**src/rtl/tx_err_pkg.sv**
```systemverilog
package tx_err_pkg;
  localparam int ERR_TYPES = 5;
  localparam int CODE_W    = 2;
  localparam int CFG_W     = ERR_TYPES + CODE_W;

  localparam int IDX_BPV   = 0;
  localparam int IDX_EXZ   = 1;
  localparam int IDX_PPAR  = 2;
  localparam int IDX_CPPAR = 3;
  localparam int IDX_FRAME = 4;

  typedef enum logic [CODE_W-1:0] {
    FK_ONE_F   = 2'b00,
    FK_ONE_M   = 2'b01,
    FK_BURST_F = 2'b10,
    FK_BURST_M = 2'b11
  } frm_kind_e;
endpackage

```
**src/rtl/tx_err_trig_sync.sv**
```systemverilog
module tx_err_trig_sync #(
  parameter int STAGES = 2
) (
  input  logic clk,
  input  logic rst_n,
  input  logic async_in,
  output logic toggle
);
  // sh[STAGES-1] is the synchronised level, sh[STAGES] its previous value
  logic [STAGES:0] sh;

  always_ff @(posedge clk) begin
    if (!rst_n) sh <= '0;
    else        sh <= {sh[STAGES-1:0], async_in};
  end

  assign toggle = sh[STAGES] ^ sh[STAGES-1];
endmodule

```
**src/rtl/tx_err_slot.sv**
```systemverilog
module tx_err_slot (
  input  logic clk,
  input  logic rst_n,
  input  logic arm,
  input  logic consume,
  input  logic enable,
  output logic pending
);
  always_ff @(posedge clk) begin
    if (!rst_n) pending <= 1'b0;
    else        pending <= enable & (arm | (pending & ~consume));
  end

  AST_ARM_TAKES: assert property (@(posedge clk) disable iff (!rst_n)
    arm && enable |=> pending);
  AST_HOLD_UNTIL_TAKEN: assert property (@(posedge clk) disable iff (!rst_n)
    pending && !consume && enable |=> pending);
  AST_TAKEN_CLEARS: assert property (@(posedge clk) disable iff (!rst_n)
    pending && consume && !arm |=> !pending);
  AST_GATED_DROP: assert property (@(posedge clk) disable iff (!rst_n)
    !enable |=> !pending);
endmodule

```
**src/rtl/tx_err_burst.sv**
```systemverilog
module tx_err_burst #(
  parameter int LONG  = 4,
  parameter int SHORT = 3,
  localparam int W    = $clog2(LONG + 1)
) (
  input  logic         clk,
  input  logic         rst_n,
  input  logic         load,
  input  logic [1:0]   kind,
  input  logic         e3,
  input  logic         tick,
  output logic [W-1:0] left
);
  logic [W-1:0] load_val;

  always_comb begin
    if (!kind[1])             load_val = '0;
    else if (kind[0] && !e3)  load_val = W'(SHORT);
    else                      load_val = W'(LONG);
  end

  always_ff @(posedge clk) begin
    if (!rst_n)                     left <= '0;
    else if (load)                  left <= load_val;
    else if (tick && left != '0)    left <= left - 1'b1;
  end

  AST_SINGLE_NO_BURST: assert property (@(posedge clk) disable iff (!rst_n)
    load && !kind[1] |=> left == '0);
  AST_BURST_STEP: assert property (@(posedge clk) disable iff (!rst_n)
    !load && tick && left != '0 |=> left == $past(left) - 1'b1);
  AST_BURST_IDLE: assert property (@(posedge clk) disable iff (!rst_n)
    !load && !tick |=> $stable(left));
endmodule

```
**src/rtl/tx_err_arm_ctrl.sv**
```systemverilog
module tx_err_arm_ctrl
  import tx_err_pkg::*;
#(
  parameter int SYNC_STAGES = 2,
  parameter int BURST_LONG  = 4,
  parameter int BURST_SHORT = 3,
  localparam int LEFT_W     = $clog2(BURST_LONG + 1)
) (
  input  logic                 clk,
  input  logic                 rst_n,
  input  logic                 cfg_wr,
  input  logic [CFG_W-1:0]     cfg_wdata,
  input  logic                 manual_mode,
  input  logic                 man_trig,
  input  logic                 mode_e3,
  input  logic                 cbit_mode,
  input  logic                 line_binary,
  input  logic [ERR_TYPES-1:0] consume,
  input  logic                 frame_tick,
  output logic [ERR_TYPES-1:0] req,
  output logic [CODE_W-1:0]    frm_kind,
  output logic [LEFT_W-1:0]    burst_left
);
  logic [CFG_W-1:0]     ctl_q;
  logic                 trig_tog;
  logic [ERR_TYPES-1:0] rise, arm, enable;
  frm_kind_e            kind_q;

  always_ff @(posedge clk) begin
    if (!rst_n)      ctl_q <= '0;
    else if (cfg_wr) ctl_q <= cfg_wdata;
  end

  tx_err_trig_sync #(.STAGES(SYNC_STAGES)) u_sync (
    .clk(clk), .rst_n(rst_n), .async_in(man_trig), .toggle(trig_tog)
  );

  always_comb begin
    enable            = '1;
    enable[IDX_BPV]   = ~line_binary;
    enable[IDX_EXZ]   = ~line_binary;
    enable[IDX_PPAR]  = ~mode_e3;
    enable[IDX_CPPAR] = ~mode_e3 & cbit_mode;
  end

  for (genvar i = 0; i < ERR_TYPES; i++) begin : g_slot
    assign rise[i] = cfg_wr & cfg_wdata[i] & ~ctl_q[i];
    assign arm[i]  = manual_mode ? (trig_tog & ctl_q[i]) : rise[i];

    tx_err_slot u_slot (
      .clk(clk), .rst_n(rst_n), .arm(arm[i]), .consume(consume[i]),
      .enable(enable[i]), .pending(req[i])
    );
  end

  always_ff @(posedge clk) begin
    if (!rst_n) kind_q <= FK_ONE_F;
    else if (arm[IDX_FRAME])
      kind_q <= frm_kind_e'(manual_mode ? ctl_q[CFG_W-1:ERR_TYPES]
                                        : cfg_wdata[CFG_W-1:ERR_TYPES]);
  end
  assign frm_kind = kind_q;

  tx_err_burst #(.LONG(BURST_LONG), .SHORT(BURST_SHORT)) u_burst (
    .clk(clk), .rst_n(rst_n), .load(consume[IDX_FRAME] & req[IDX_FRAME]),
    .kind(kind_q), .e3(mode_e3), .tick(frame_tick), .left(burst_left)
  );

  AST_BINARY_QUIET: assert property (@(posedge clk) disable iff (!rst_n)
    line_binary |=> !req[IDX_BPV] && !req[IDX_EXZ]);
  AST_E3_NO_PARITY: assert property (@(posedge clk) disable iff (!rst_n)
    mode_e3 |=> !req[IDX_PPAR] && !req[IDX_CPPAR]);
  AST_NO_CBIT_NO_CP: assert property (@(posedge clk) disable iff (!rst_n)
    !cbit_mode |=> !req[IDX_CPPAR]);
  AST_MANUAL_WRITE_INERT: assert property (@(posedge clk) disable iff (!rst_n)
    manual_mode && !trig_tog && req == '0 |=> req == '0);
  AST_LEVEL_NO_REARM: assert property (@(posedge clk) disable iff (!rst_n)
    !manual_mode && !cfg_wr && !req[IDX_FRAME] |=> !req[IDX_FRAME]);
endmodule

```
**config.mk**
```make
export PLATFORM = sky130hd
export DESIGN_NAME = tx_err_arm_ctrl
export DESIGN_NICKNAME = d
export VERILOG_FILES = /design/src/rtl/tx_err_pkg.sv /design/src/rtl/tx_err_trig_sync.sv /design/src/rtl/tx_err_slot.sv /design/src/rtl/tx_err_burst.sv /design/src/rtl/tx_err_arm_ctrl.sv
export SDC_FILE = /design/constraint.sdc
export NUM_CORES = 1
export LEC_CHECK = 0
export ABC_AREA = 1
export CAP_MARGIN = 20
export CORE_ASPECT_RATIO = 1.4
export CORE_MARGIN = 2
export CORE_UTILIZATION = 42
export DETAILED_ROUTE_END_ITERATION = 8
export MAX_ROUTING_LAYER = met4
export PLACE_DENSITY = 0.73
export REMOVE_ABC_BUFFERS = 1
export SLEW_MARGIN = 5
export SYNTH_ARGS = -nofsm -noshare
export SYNTH_HDL_FRONTEND = slang
export SYNTH_SLANG_ARGS = --single-unit
```
**constraint.sdc**
```tcl
create_clock -name clk -period 1.6 [get_ports clk]
set_clock_uncertainty 0.15 [all_clocks]
set_input_delay 0.4 -clock clk [delete_from_list [all_inputs] [get_ports clk]]
set_output_delay 0.4 -clock clk [all_outputs]
set_load 0.005 [all_outputs]
```
==> results of run 1 <==
[registers in the layout, summed over array words and instances (netlist names)]
| register | count |
|---|---|
| ctl_q | 7 |
| g_slot.u_slot.pending | 5 |
| u_burst.left | 3 |
| u_sync.sh | 3 |
| frm_kind | 2 |
[kinds of logic (layout without fill, tap and decap cells)]
kind of cell             after synthesis  after routing  synth area share [%]
AO/OA/AOI/OAI                         24             24                 12.41
adder cells (fa/ha/maj)                2              2                 2.506
buffers and inverters                 32             71                 15.41
flip-flops                            20             20                 40.10
AND/OR/NAND/NOR                       69             69                 29.57
[worst max-delay path by stage]
stage               startpoint                       end  slack [ns]  depth (start not counted)
2_1_floorplan  u_burst.left[0]           u_burst.left[1]        0.16                          7
3_3_place_gp       manual_mode  g_slot[2].u_slot.pending       -0.07                          7
3_5_place_dp       manual_mode  g_slot[0].u_slot.pending       -0.13                          7
4_1_cts        u_burst.left[0]           u_burst.left[0]       0.008                          8
5_1_grt        u_burst.left[0]           u_burst.left[1]       -0.05                          8
6_report       u_burst.left[0]           u_burst.left[1]        0.04                          8
[power breakdown]
| part | total (mW) | switching (mW) | internal, mW |
|---|---|---|---|
| Combinational | 0.376 | 0.163 | 0.213 |
| Clock | 0.225 | 0.138 | 0.0875 |
| Sequential | 0.565 | 0.0235 | 0.542 |
| Total | 1.17 | 0.324 | 0.842 |
[final cells by class]
class / instances / area (um^2) / share of cell area [%]
inverters: 24 / 90.09 / 6.316
flip-flops and latches: 20 / 412.9 / 28.95
repair buffers: 44 / 392.9 / 27.54
multi-input cells: 95 / 480.5 / 33.68
well taps: 22 / 27.53 / 1.930
clock buffers: 3 / 22.52 / 1.579
[repair_timing]
item / CTS / global route
buffers inserted: 4 / 2
gates resized for setup: 20 / 9
pin swaps: 1 / 6
endpoints found under the setup margin: 10 / 3
endpoints found under the hold margin: 0 / 0
cloned: 0 / 0
[worst reg2reg max path, stage by stage, from the launching register on]
cell and delay (ns):
dfxtp_2 0.34, buf_4 0.11, inv_2 0.04, ha_4 0.15, ha_4 0.16, o21ai_4 0.21
o21ai_0 0.14, nor2_1 0.12, nor2_1 0.05
[Yosys cell counts (all sizes together)]
cell type,number,area (um^2)
inv,24,90.09
or2,1,6.260
a21oi,9,45.04
nand2,31,118.9
nor3,1,5.000
nand3,10,67.57
dfxtp,20,400.4
ha,2,25.02
o21ai,15,78.82
nor2,26,97.59
buf,8,63.81
[per-layer routing]
metal	track usage, %	wire [um]
met5	-	0
met4	6.303	25
met3	2.601	113
met2	32.24	1168
met1	18.59	962
[through the flow]
stage                     cell area [um^2]  cells  power (mW)  setup WS, ns
after CTS                             1375    206       1.088      0.007761
after floorplan                      934.6    139      0.6954        0.1616
after global routing                  1426    208       1.254      -0.05135
after detailed placement              1323    199      0.8513       -0.1253
after global placement                1323    199      0.8447      -0.06593
final                                 1426    208       1.166       0.04036
==> results_dict.tcl, run 1 <==
set metrics [dict create \
    status "complete, no violations" \
    maxSlewViolCount 0 \
    crit_slowest_cell "dfxtp_2" \
    ys_warn_count 0 \
    worst-path-buf-inv 2 \
    dieArea_um2 2789 \
    cts_tree "yes" \
    ys_ff_latch 20 \
    wirelength_mm 2.269 \
    fp.dieH_um 61.69 \
    drtIter0Drc 11 \
    fin_crit_ns 1.560 \
    crit_chain "buf_4 > inv_2 > ha_4 > ha_4 > o21ai_4 > o21ai_0 > nor2_1 > nor2_1" \
    final_cell_mix "30 x nand2_1, 26 x nor2_1, 21 x inv_1" \
    cellPowerDensity_nw_per_um2 817.7 \
    timing.rr.end "u_burst.left[1]" \
    synthDistinctLibCells 18 \
    first_pass_iters 4 \
    dpl.hpwl_mm 1.699 \
    nets 211 \
    worst_pin_slew_ns 0.2969 \
    fin_crit_sh_pct 97.48 \
    root_buffer "clkbuf_4" \
    gp_congestion 0.8790 \
    hold_buffers 0 \
    r2r_slack_ns 0.04 \
    endpoint_kind "flop" \
    num_antenna_cells 0 \
    fin_util_pct 64.77 \
    avgSynthCellArea_um2 6.792 \
    setup.worst_path.start_class "flop" \
    viasPerCell 4.861 \
    num_vias 1011 \
    whs_path_depth 2 \
    cts_buffers 3 \
    rows 20 \
    path_class "reg -> reg" \
    core-area_um2 2202 \
    ios 31 \
    cp_max_fo 6 \
    reg2reg_from "u_burst.left[0]" \
    fin_hold_ws_ns 0.2724 \
    clk_path_buf_depth 2 \
    io_buffers 30 \
    fillers 213 \
    finalSetupTns_ns 0 \
    path_delay_family "compound AO/OA/AOI/OAI gates" \
    drive_above_1_share_pct 19.89 \
    grt_pass1_vias 904 \
    grt_pass1_wl_mm 3.539 \
    gr-total-overflow 0 \
    cp.required_ns 1.64 \
    drc_errors 0 \
    maxSlewHeadroom_pct 80.06 \
    holdPathEnd "u_sync.sh[1]" \
    rr_worst_depth 8 \
    critPathArrivalTime_ns 1.60 \
    hold_viol 0 \
    htreeDepth 1 \
    seq_area_frac_synth_pct 40.10 \
    clk_pin_slew_worst_paths_ns 0.10 \
    fmax_mhz 641.2 \
    leakagePower_nw 0.6776 \
    grt_max_degree 11 \
    worstHoldStart "u_sync.sh[0]" \
    syn-instance-count 147 \
    timing.final.setup_violations 0 \
    grt_use_total_pct 17.51 \
    die_x_um 45.21 \
    start_util_pct 45.34 \
    clock_sinks 20 \
    min_path_type "reg -> reg" \
    final_common_cell "nand2_1" \
    critPathMaxStageDelay_ns 0.34 \
    antenna_found_initial 0 \
    area_growth_pct 42.86 \
    clock_latency_ns 0.29 \
    post_drt_wl_per_cell_um 10.91 \
    syn-cell-area_um2 998.5 \
    maxCapViolCount 0 \
    vdd_drop_max_mv 0.7138 \
    ant_nets 0 \
]
No activity file was read; power rests on OpenSTA's default activity.
==> run 2: changes to the inputs <==
--- a/config.mk
+++ b/config.mk
@@ -12,7 +12,7 @@
 export CORE_UTILIZATION = 42
 export DETAILED_ROUTE_END_ITERATION = 8
 export MAX_ROUTING_LAYER = met4
-export PLACE_DENSITY = 0.73
+export PLACE_DENSITY = 0.84
 export REMOVE_ABC_BUFFERS = 1
 export SLEW_MARGIN = 5
 export SYNTH_ARGS = -nofsm -noshare
==> run 2 against run 1 <==
Sequential power is 0.7% higher. Utilization down 0.23 points. First-iteration DRC count grew 9.1%. Critical path type unchanged. Largest cell class unchanged. Largest power group unchanged.
==> results_dict.tcl, run 2 (synthesis results as in run 1) <==
set metrics [dict create \
    status "complete, no violations" \
    hold_viol 0 \
    critPathMaxStageDelay_ns 0.36 \
    final_common_cell "nand2_1" \
    crit_slowest_cell "dfxtp_2" \
    viasPerCell 4.797 \
    root_buffer "clkbuf_4" \
    place_area_um2 1315 \
    maxSlewHeadroom_pct 78.91 \
    reg2reg_from "u_burst.left[0]" \
    io_buffers 30 \
    p_int_mw 0.8725 \
    setup.worst_path.start_class "flop" \
    leakagePower_nw 0.6757 \
    vdd_drop_max_mv 0.5588 \
    path_delay_family "flip-flops" \
    clock_latency_ns 0.29 \
    timing.rr.end "u_burst.left[0]" \
    start_util_pct 45.34 \
    htreeDepth 1 \
    area_growth_pct 42.36 \
    cts_tree "yes" \
    grt_pass1_vias 983 \
    num_vias 993 \
    cp_max_fo 6 \
    largest_register_ff_count 7 \
    dieArea_um2 2789 \
    clock_power_share_pct 23.8 \
    path_class "reg -> reg" \
    gr-total-overflow 0 \
    regMostFlops "ctl_q" \
    crit_cells 7 \
    drc_errors 0 \
    first_pass_iters 4 \
    power.switching_mw 0.3242 \
    worstHoldStart "u_sync.sh[0]" \
    rr_worst_depth 7 \
    wirelength_mm 2.180 \
    pwr-share-comb_pct 28.6 \
    whs_path_depth 2 \
    final_cell_mix "30 x nand2_1, 26 x nor2_1, 21 x inv_1" \
    nets 209 \
    cellPowerDensity_nw_per_um2 841.9 \
    fmax_mhz 659.8 \
    die_x_um 45.21 \
    holdPathEnd "u_sync.sh[1]" \
    endpoint_kind "flop" \
    power_frac_seq_pct 47.6 \
    core-area_um2 2202 \
    clock_sinks 20 \
    crit_chain "inv_1 > ha_4 > ha_4 > o21ai_4 > o21ai_0 > nor2_1 > nor2_1" \
    maxSlewViolCount 0 \
    antenna_found_initial 0 \
    swShare_pct 27.09 \
    grt_use_total_pct 18.35 \
    clk_path_buf_depth 2 \
    rsz0062_at_grt "no" \
    cts_buffers 3 \
    fin_crit_ns 1.516 \
    p_total_mw 1.197 \
    drtIter0Drc 12 \
    fin_hold_ws_ns 0.2808 \
    grt_pass1_wl_mm 3.726 \
    dpl.hpwl_mm 1.634 \
    cp.required_ns 1.65 \
    fp.dieH_um 61.69 \
    critPathArrivalTime_ns 1.56 \
    clk_pin_slew_worst_paths_ns 0.11 \
    grt_max_degree 14 \
    maxCapViolCount 0 \
    num_antenna_cells 0 \
    gp_congestion 0.7676 \
    ios 31 \
    r2r_slack_ns 0.08 \
    worst_pin_slew_ns 0.3139 \
    drive_above_1_share_pct 18.92 \
    worst-path-buf-inv 1 \
    rows 20 \
    fin_util_pct 64.55 \
    post_drt_wl_per_cell_um 10.53 \
    fin_crit_sh_pct 94.72 \
    min_path_type "reg -> reg" \
    post-route-cell-area_um2 1421 \
    timing.final.setup_violations 0 \
    largest_registers "ctl_q x7, g_slot.u_slot.pending x5" \
    ant_nets 0 \
]
==> run 2: changes by cell type in the layout (fill, tap and decap cells not counted), sizes merged <==
cell / before / now
clkbuf: 3 / 4
buf: 14 / 12
==> run 2: how the worst max path moves through the flow <==
| stage | from | end | slack, ns |
|---|---|---|---|
| floorplan | u_burst.left[0] | u_burst.left[1] | 0.16 |
| finish | u_burst.left[0] | u_burst.left[0] | 0.08 |
| detailed placement | consume[4] | u_burst.left[1] | -0.09 |
| CTS | u_burst.left[1] | u_burst.left[1] | 0.02 |
| global route | u_burst.left[0] | u_burst.left[1] | 0.006 |
| global placement | manual_mode | frm_kind[1] | -0.05 |
==> run 2: tightest hold or removal path, cell delays in order, from the launching register on <==
cell and delay [ns]:
dfxtp_1 0.32, nand2_1 0.05, inv_1 0.03
==> run 2: power by group through the flow <==
| stage | combinational (mW) | clock [mW] | sequential (mW) |
|---|---|---|---|
| 2_1_floorplan | 0.122 | 0 | 0.573 |
| 4_1_cts | 0.298 | 0.302 | 0.567 |
| 6_report | 0.343 | 0.285 | 0.569 |
| 5_1_grt | 0.394 | 0.320 | 0.575 |
| 3_5_place_dp | 0.279 | 0 | 0.576 |
| 3_3_place_gp | 0.267 | 0 | 0.573 |
==> run 2: through the flow <==
step                std cells  setup TNS (ns)  setup WS, ns
floorplan                 139               0        0.1616
global placement          198         -0.3157      -0.04556
detailed placement        198         -0.5339      -0.08762
CTS                       208               0       0.01593
global route              207               0      0.005699
finish                    207               0       0.08446
==> run 2: layer usage <==
layer | vias to the layer above | global-route usage (%) | routed length (um)
li1 | 525 | - | -
met1 | 435 | 19.28 | 904
met2 | 29 | 31.84 | 1087
met3 | 4 | 4.046 | 158
met4 | 0 | 9.244 | 29
met5 | - | - | 0
==> run 2: area by class of cell <==
type                       count  area (um^2)
clock buffer                   4        36.28
tap                           22        27.53
timing repair buffer          42        377.9
fill                         223        780.7
multi-input combinational     95        476.7
inverter                      24        90.09
sequential                    20        412.9
==> run 2: timing repair <==
action | 4_1_cts | 5_1_grt
buffers inserted | 6 | 0
resized for setup | 20 | 7
pin swaps | 1 | 5
setup endpoints to repair | 13 | 3
cloned | 0 | 0
hold buffers | 0 | 0
